<file path="config.mk">
export PLATFORM = sky130hd
export DESIGN_NAME = maint_ctl_unit
export DESIGN_NICKNAME = d
export VERILOG_FILES = /design/src/rtl/maint_ctl_pkg.sv /design/src/rtl/mcu_ctl_reg.sv /design/src/rtl/mcu_wdt.sv /design/src/rtl/maint_ctl_unit.sv
export SDC_FILE = /design/constraint.sdc
export NUM_CORES = 1
export LEC_CHECK = 0
export ABC_AREA = 1
export BUFFER_PORTS_ARGS = -buffer_cell sky130_fd_sc_hd__buf_2
export CORE_ASPECT_RATIO = 1.2
export CORE_MARGIN = 4
export CORE_UTILIZATION = 35
export DETAILED_ROUTE_END_ITERATION = 8
export PLACE_DENSITY_LB_ADDON = 0.1
export SYNTH_ARGS = -nofsm -noshare
export SYNTH_HDL_FRONTEND = slang
export SYNTH_SLANG_ARGS = --single-unit
</file>
<file path="constraint.sdc">
create_clock -name clk -period 3.65 [get_ports clk]
set_input_delay 0.73 -clock clk [delete_from_list [all_inputs] [get_ports clk]]
set_output_delay 0.73 -clock clk [all_outputs]
set_load 0.01 [all_outputs]
</file>
<file path="src/rtl/maint_ctl_pkg.sv">
package maint_ctl_pkg;
    localparam int WORD_W    = 32;
    localparam int DEV_W     = 16;
    localparam int DEV_LSB   = 16;
    localparam int B_RETRY   = 0;
    localparam int B_PARITY  = 1;
    localparam int B_WDT_OVR = 2;
    localparam int B_ALARM   = 3;
    localparam int B_HOLD    = 6;
    localparam int B_HALT    = 7;
    // bits kept on write; reserved bits 4,5 and 8..15 are dropped
    localparam logic [WORD_W-1:0] KEEP_MASK = 32'hFFFF_00CF;

    typedef struct packed {
        logic [DEV_W-1:0] dev_addr;
        logic             halt;
        logic             addr_hold;
        logic             wdt_alarm;
        logic             wdt_ovr;
        logic             parity_inh;
        logic             retry_inh;
    } ctl_fields_t;
endpackage

</file>
<file path="src/rtl/mcu_ctl_reg.sv">
module mcu_ctl_reg
    import maint_ctl_pkg::*;
(
    input  logic              clk,
    input  logic              por_i,
    input  logic              super_i,
    input  logic              wr_en_i,
    input  logic [WORD_W-1:0] wr_data_i,
    output logic [WORD_W-1:0] word_o,
    output ctl_fields_t       fields_o
);
    typedef struct packed {
        logic [WORD_W-1:0] word;
    } reg_state_t;

    reg_state_t st_d, st_q;

    always_comb begin
        st_d = st_q;
        if (por_i || super_i) begin
            st_d.word = '0;
        end else if (wr_en_i) begin
            st_d.word = wr_data_i & KEEP_MASK;
        end
    end

    always_ff @(posedge clk) begin
        st_q <= st_d;
    end

    always_comb begin
        fields_o.retry_inh  = st_q.word[B_RETRY];
        fields_o.parity_inh = st_q.word[B_PARITY];
        fields_o.wdt_ovr    = st_q.word[B_WDT_OVR];
        fields_o.wdt_alarm  = st_q.word[B_ALARM];
        fields_o.addr_hold  = st_q.word[B_HOLD];
        fields_o.halt       = st_q.word[B_HALT];
        fields_o.dev_addr   = st_q.word[DEV_LSB +: DEV_W];
    end

    assign word_o = st_q.word;

    // super reset clears the word on the next edge
    assert_super_clear_R1: assert property (@(posedge clk) disable iff (por_i)
        super_i |=> (word_o == '0));

    // a write without clear shows the masked data afterwards
    assert_write_lands_R3: assert property (@(posedge clk) disable iff (por_i)
        (wr_en_i && !super_i) |=> (word_o == ($past(wr_data_i) & KEEP_MASK)));
endmodule

</file>
<file path="src/rtl/mcu_wdt.sv">
module mcu_wdt #(
    parameter int WDT_LOAD = 1024
) (
    input  logic clk,
    input  logic por_i,
    input  logic reload_i,
    input  logic ovr_i,
    input  logic alarm_i,
    output logic trap_o,
    output logic rst_req_o
);
    localparam int CNT_W = $clog2(WDT_LOAD + 1);
    localparam logic [CNT_W-1:0] LOAD_V = CNT_W'(WDT_LOAD);

    typedef struct packed {
        logic [CNT_W-1:0] cnt;
        logic             trap;
        logic             rst_req;
    } wdt_state_t;

    wdt_state_t st_d, st_q;
    logic       reload;
    logic       expire;

    assign reload = por_i || reload_i;
    assign expire = !reload && !ovr_i && (st_q.cnt == '0);

    always_comb begin
        st_d         = st_q;
        st_d.trap    = 1'b0;
        st_d.rst_req = 1'b0;
        if (reload) begin
            st_d.cnt = LOAD_V;
        end else if (ovr_i) begin
            st_d.cnt = st_q.cnt;
        end else if (expire) begin
            st_d.cnt = LOAD_V;
            if (alarm_i) begin
                st_d.rst_req = 1'b1;
            end else begin
                st_d.trap = 1'b1;
            end
        end else begin
            st_d.cnt = st_q.cnt - 1'b1;
        end
    end

    always_ff @(posedge clk) begin
        st_q <= st_d;
    end

    assign trap_o    = st_q.trap;
    assign rst_req_o = st_q.rst_req;

    // any reload source returns the counter to the load value
    assert_reload_value_R7: assert property (@(posedge clk) disable iff (por_i)
        reload_i |=> (st_q.cnt == LOAD_V));

    // a request lasts a single cycle
    assert_trap_single_R7: assert property (@(posedge clk) disable iff (por_i)
        trap_o |=> !trap_o);

    // override suppresses both requests and freezes the count
    assert_override_quiet_R8: assert property (@(posedge clk) disable iff (por_i)
        (ovr_i && !reload_i) |=> (!trap_o && !rst_req_o && $stable(st_q.cnt)));

    // the two requests are exclusive
    assert_req_exclusive_R9: assert property (@(posedge clk) disable iff (por_i)
        $onehot0({trap_o, rst_req_o}));
endmodule

</file>
<file path="src/rtl/maint_ctl_unit.sv">
module maint_ctl_unit
    import maint_ctl_pkg::*;
#(
    parameter int WDT_LOAD = 1024
) (
    input  logic              clk,
    input  logic              por_i,
    input  logic              super_rst_i,
    input  logic              proc_rst_i,
    input  logic              sys_rst_i,
    input  logic              wr_en_i,
    input  logic [WORD_W-1:0] wr_data_i,
    input  logic              wdt_restart_i,
    output logic [WORD_W-1:0] ctl_word_o,
    output logic              retry_en_o,
    output logic              parity_chk_en_o,
    output logic              pc_inc_inhibit_o,
    output logic              halt_o,
    output logic [DEV_W-1:0]  load_dev_addr_o,
    output logic              wdt_trap_o,
    output logic              sys_rst_req_o
);
    ctl_fields_t fields;
    logic        wdt_reload;

    mcu_ctl_reg u_reg (
        .clk       (clk),
        .por_i     (por_i),
        .super_i   (super_rst_i),
        .wr_en_i   (wr_en_i),
        .wr_data_i (wr_data_i),
        .word_o    (ctl_word_o),
        .fields_o  (fields)
    );

    // processor and system resets only reach the watchdog
    assign wdt_reload = super_rst_i || proc_rst_i || sys_rst_i || wdt_restart_i;

    mcu_wdt #(.WDT_LOAD(WDT_LOAD)) u_wdt (
        .clk       (clk),
        .por_i     (por_i),
        .reload_i  (wdt_reload),
        .ovr_i     (fields.wdt_ovr),
        .alarm_i   (fields.wdt_alarm),
        .trap_o    (wdt_trap_o),
        .rst_req_o (sys_rst_req_o)
    );

    assign retry_en_o       = !fields.retry_inh;
    assign parity_chk_en_o  = !fields.parity_inh;
    assign pc_inc_inhibit_o = fields.addr_hold;
    assign halt_o           = fields.halt;
    assign load_dev_addr_o  = fields.dev_addr;

    // processor or system reset keeps the word
    assert_reset_keeps_R2: assert property (@(posedge clk) disable iff (por_i)
        ((proc_rst_i || sys_rst_i) && !wr_en_i && !super_rst_i) |=> $stable(ctl_word_o));

    // the watchdog's own reset request never changes the word
    assert_selfreset_keeps_R10: assert property (@(posedge clk) disable iff (por_i)
        (sys_rst_req_o && !wr_en_i && !super_rst_i) |=> $stable(ctl_word_o));
endmodule

</file>
==> summary.txt <==
Status
  • Outcome: completed

Cells and area
  • Layout cells sized above 1: between 30% and 40%
  • Synth-to-Final Area Change: 20.3%
  • Filler instances: between 500 and 600
  • Diode count: 0
  • Final #Nets: between 300 and 400
  • Fin util: approximately 43%

Timing
  • Max Clk Rate: between 500 and 600 MHz
  • Clock skew: between 0.003 and 0.004 ns
  • RSZ-0062 raised after global routing: false
  • Period minus WS final: around 1.7 ns
  • Setup violations, final: 0
  • Final worst slack: 1.97 ns
  • Max-slew violation count: 0
  • Final hold vios: 0
  • Final TNS setup: 0 ns
  • Final worst-path cycle share: between 40 and 50%

Detailed routing
  • Drt wl/cell: 10.5 um
  • Drt via density: roughly 4.2
  • Vias: about 1400
  • DRC viols: 0
  • Number of DRC markers in iteration 0: 22
  • DR pass1 iterations: 4
  • DRT antenna net count: 0
  • Routed wire length: between 3000 and 4000 um

Yosys
  • Cells after Synth: between 200 and 250
  • Synth Cell Area: between 1500 and 2000 sq um
  • Sequential share of the synthesized area: a little over two fifths
  • Ys Warns: 0
  • Post-synth top cells: nand2_1 (55), dfxtp_1 (35), buf_4 (30), a21oi_1 (22), inv_1 (22)
  • Post-synth cell types: 21
  • Count leader, synth: nand2_1
  • Dominant cells by area after synthesis: dfxtp_1 (42%), buf_4 (14%), nand2_1 (12%)
  • Async SR Flop Fraction: 0%
  • #FFs+latches synth: 35
  • EDFF count, synth: 0
  • Synth area leader: dfxtp_1
  • Post-Syn Area per Cell: around 7.4 sq um
  • Ys flop type: dfxtp_1
  • Top-area cell type share of the netlist area: a little over two fifths

Setup path
  • CP cell instances: buf_2
  • Arr. time, crit path: 0.95 ns
  • Slowest CP cell: dfxtp_1
  • CP bufs+invs: 1
  • Critical path fanouts, max: 8
  • Delay-heaviest family, CP: flip-flops
  • Critical Path End Type: primary output
  • Crit path largest cell delay: approximately 0.48 ns
  • Setup Crit Path Kind: flop to primary output
  • Critical path launch point type: flop
  • Worst EP required: 2.92 ns

Floorplan
  • Initial Util: between 30% and 40%
  • Core Region: ~4600 sq um
  • Row count: 27
  • Height of the die: approximately 83 um
  • Full die area: 5900 sq um
  • Die X: around 71 um
  • Ports: between 90 and 100

GRT
  • GRT Total Usage: approximately an eighth
  • Overflow after GRT: 0
  • Number of global-route vias before repair: 1282
  • First-pass GRT wire length: between 5000 and 6000 um
  • Pin count of the biggest net entering global routing: 27
  • Antenna violations before repair: 0

Placed design
  • Count of buffers from port buffering: 72
  • Final HPWL from detailed placement: 2680 um
  • Setup WS pre-CTS: around 1.8 ns
  • GPL Wtd Cong: 0.671

Clock network
  • Clock transition at the registers of the reported paths: approximately 0.07 ns
  • # hold bufs at CTS: 0
  • Root Buffer: clkbuf_8
  • Clk buf depth: 2
  • Setup Fix Bufs, Post-CTS: 0
  • Clock latency on the worst-skew pair: ~0.28 ns
  • CTS tree: built
  • Clock sinks: 35
  • TritonCTS buffer count: 5
  • Cts repair resizes: 0
  • H-Tree Level Count: 2

Power
  • Sw Pwr: ~200 uW
  • Reg power frac: approximately 47%
  • Switching Share: between 20% and 30%
  • Total Power: 850 uW
  • Maximum VDD drop: approximately 0.2 mV
  • Int Pwr: ~650 uW
  • Leak: 0.00107 uW
  • Clk pwr share: approximately two fifths
  • Combinational cell fraction of total power: 11.0%
  • P per Cell Area: around 430 nW/um^2

Flow run
  • Max Cap Viol: 0

Worst hold path
  • Worst Hold Class: flop to flop
## flip-flops by register name (all words and copies together), names as in the netlist
signal and count:
u_reg.word_o 22, u_wdt.st_q 11, u_wdt.rst_req_o 1, u_wdt.trap_o 1
## final cells by class
class                           count  area (sq um)  share of cell area, %
Sequential cell                    35           701                   35.2
Multi-Input combinational cell    136           643                   32.3
Timing Repair Buffer               72           360                   18.1
Inverter                           26          97.6                   4.90
Clock buffer                        6          82.6                   4.15
Tap cell                           58          72.6                   3.64
Clock inverter                      2          35.0                   1.76
## power groups by stage
stage	Clock, uW	Sequential (uW)	Combinational (uW)
detailed placement	0	408	95.5
global route	387	401	106
global placement	0	408	94.9
finish	357	399	93.7
CTS	372	400	95.7
floorplan	0	411	72.3
## metrics by stage
stage	instance area, sq um	instances	hold WS [ns]
after floorplan	1690	232	0.414
after global placement	1870	327	0.427
after detailed placement	1870	327	0.429
after CTS	1990	335	0.439
after global routing	1990	335	0.475
final	1990	335	0.436
## cell families (layout without fill, tap and decap cells)
| kind of cell | after synthesis | count (layout) | synth area share, % |
|---|---|---|---|
| and+or+nand+nor | 91 | 91 | 23.4 |
| buffers and inverters | 61 | 106 | 20.9 |
| DFF | 35 | 35 | 42.3 |
| AOI/OAI and AO/OA | 29 | 29 | 9.60 |
| xor gates and xnor gates | 4 | 4 | 2.12 |
| adders and majority gates | 2 | 2 | 1.51 |
| other | 1 | 10 | 0.227 |
## per-layer routing
layer  wire (um)  up-vias  global-route usage, %
li1            -      752                      -
met1        1510      605                   14.0
met2        1640       48                   18.5
met3         335        4                   4.96
met4          52        0                   4.62
met5           0        -                      0
## placed cells by master, fill, tap and decap left out
cell	netlist	routed
nor2_1	18	18
ha_1	2	2
clkinv_2	0	1
inv_2	4	4
nor2_2	4	4
dfxtp_1	35	35
nand4_1	3	3
clkbuf_8	0	6
nor3_1	1	1
a21oi_1	22	22
nand4_2	1	1
o21a_1	1	1
nand2_1	55	55
inv_1	22	22
buf_2	3	72
conb_1	1	10
o21ai_0	5	5
nor2_4	1	1
bufinv_16	0	1
a21oi_4	1	1
nand3_1	8	8
xor2_1	4	4
## path summary, 6_finish.rpt
path                                                    from                          to  slack, ns  depth (start not counted)
worst max register to register    u_wdt.st_q[2]$_SDFFE_PP0N_  u_wdt.st_q[8]$_SDFFE_PP0N_       2.33                          7
worst max-delay path            u_reg.word_o[2]$_SDFFE_PP0P_               ctl_word_o[2]       1.97                          1
worst min register to register  u_reg.word_o[3]$_SDFFE_PP0P_     u_wdt.trap_o$_SDFF_PP0_       0.44                          1
worst min-delay path            u_reg.word_o[3]$_SDFFE_PP0P_     u_wdt.trap_o$_SDFF_PP0_       0.44                          1
Power figures use the tool's default switching activity.
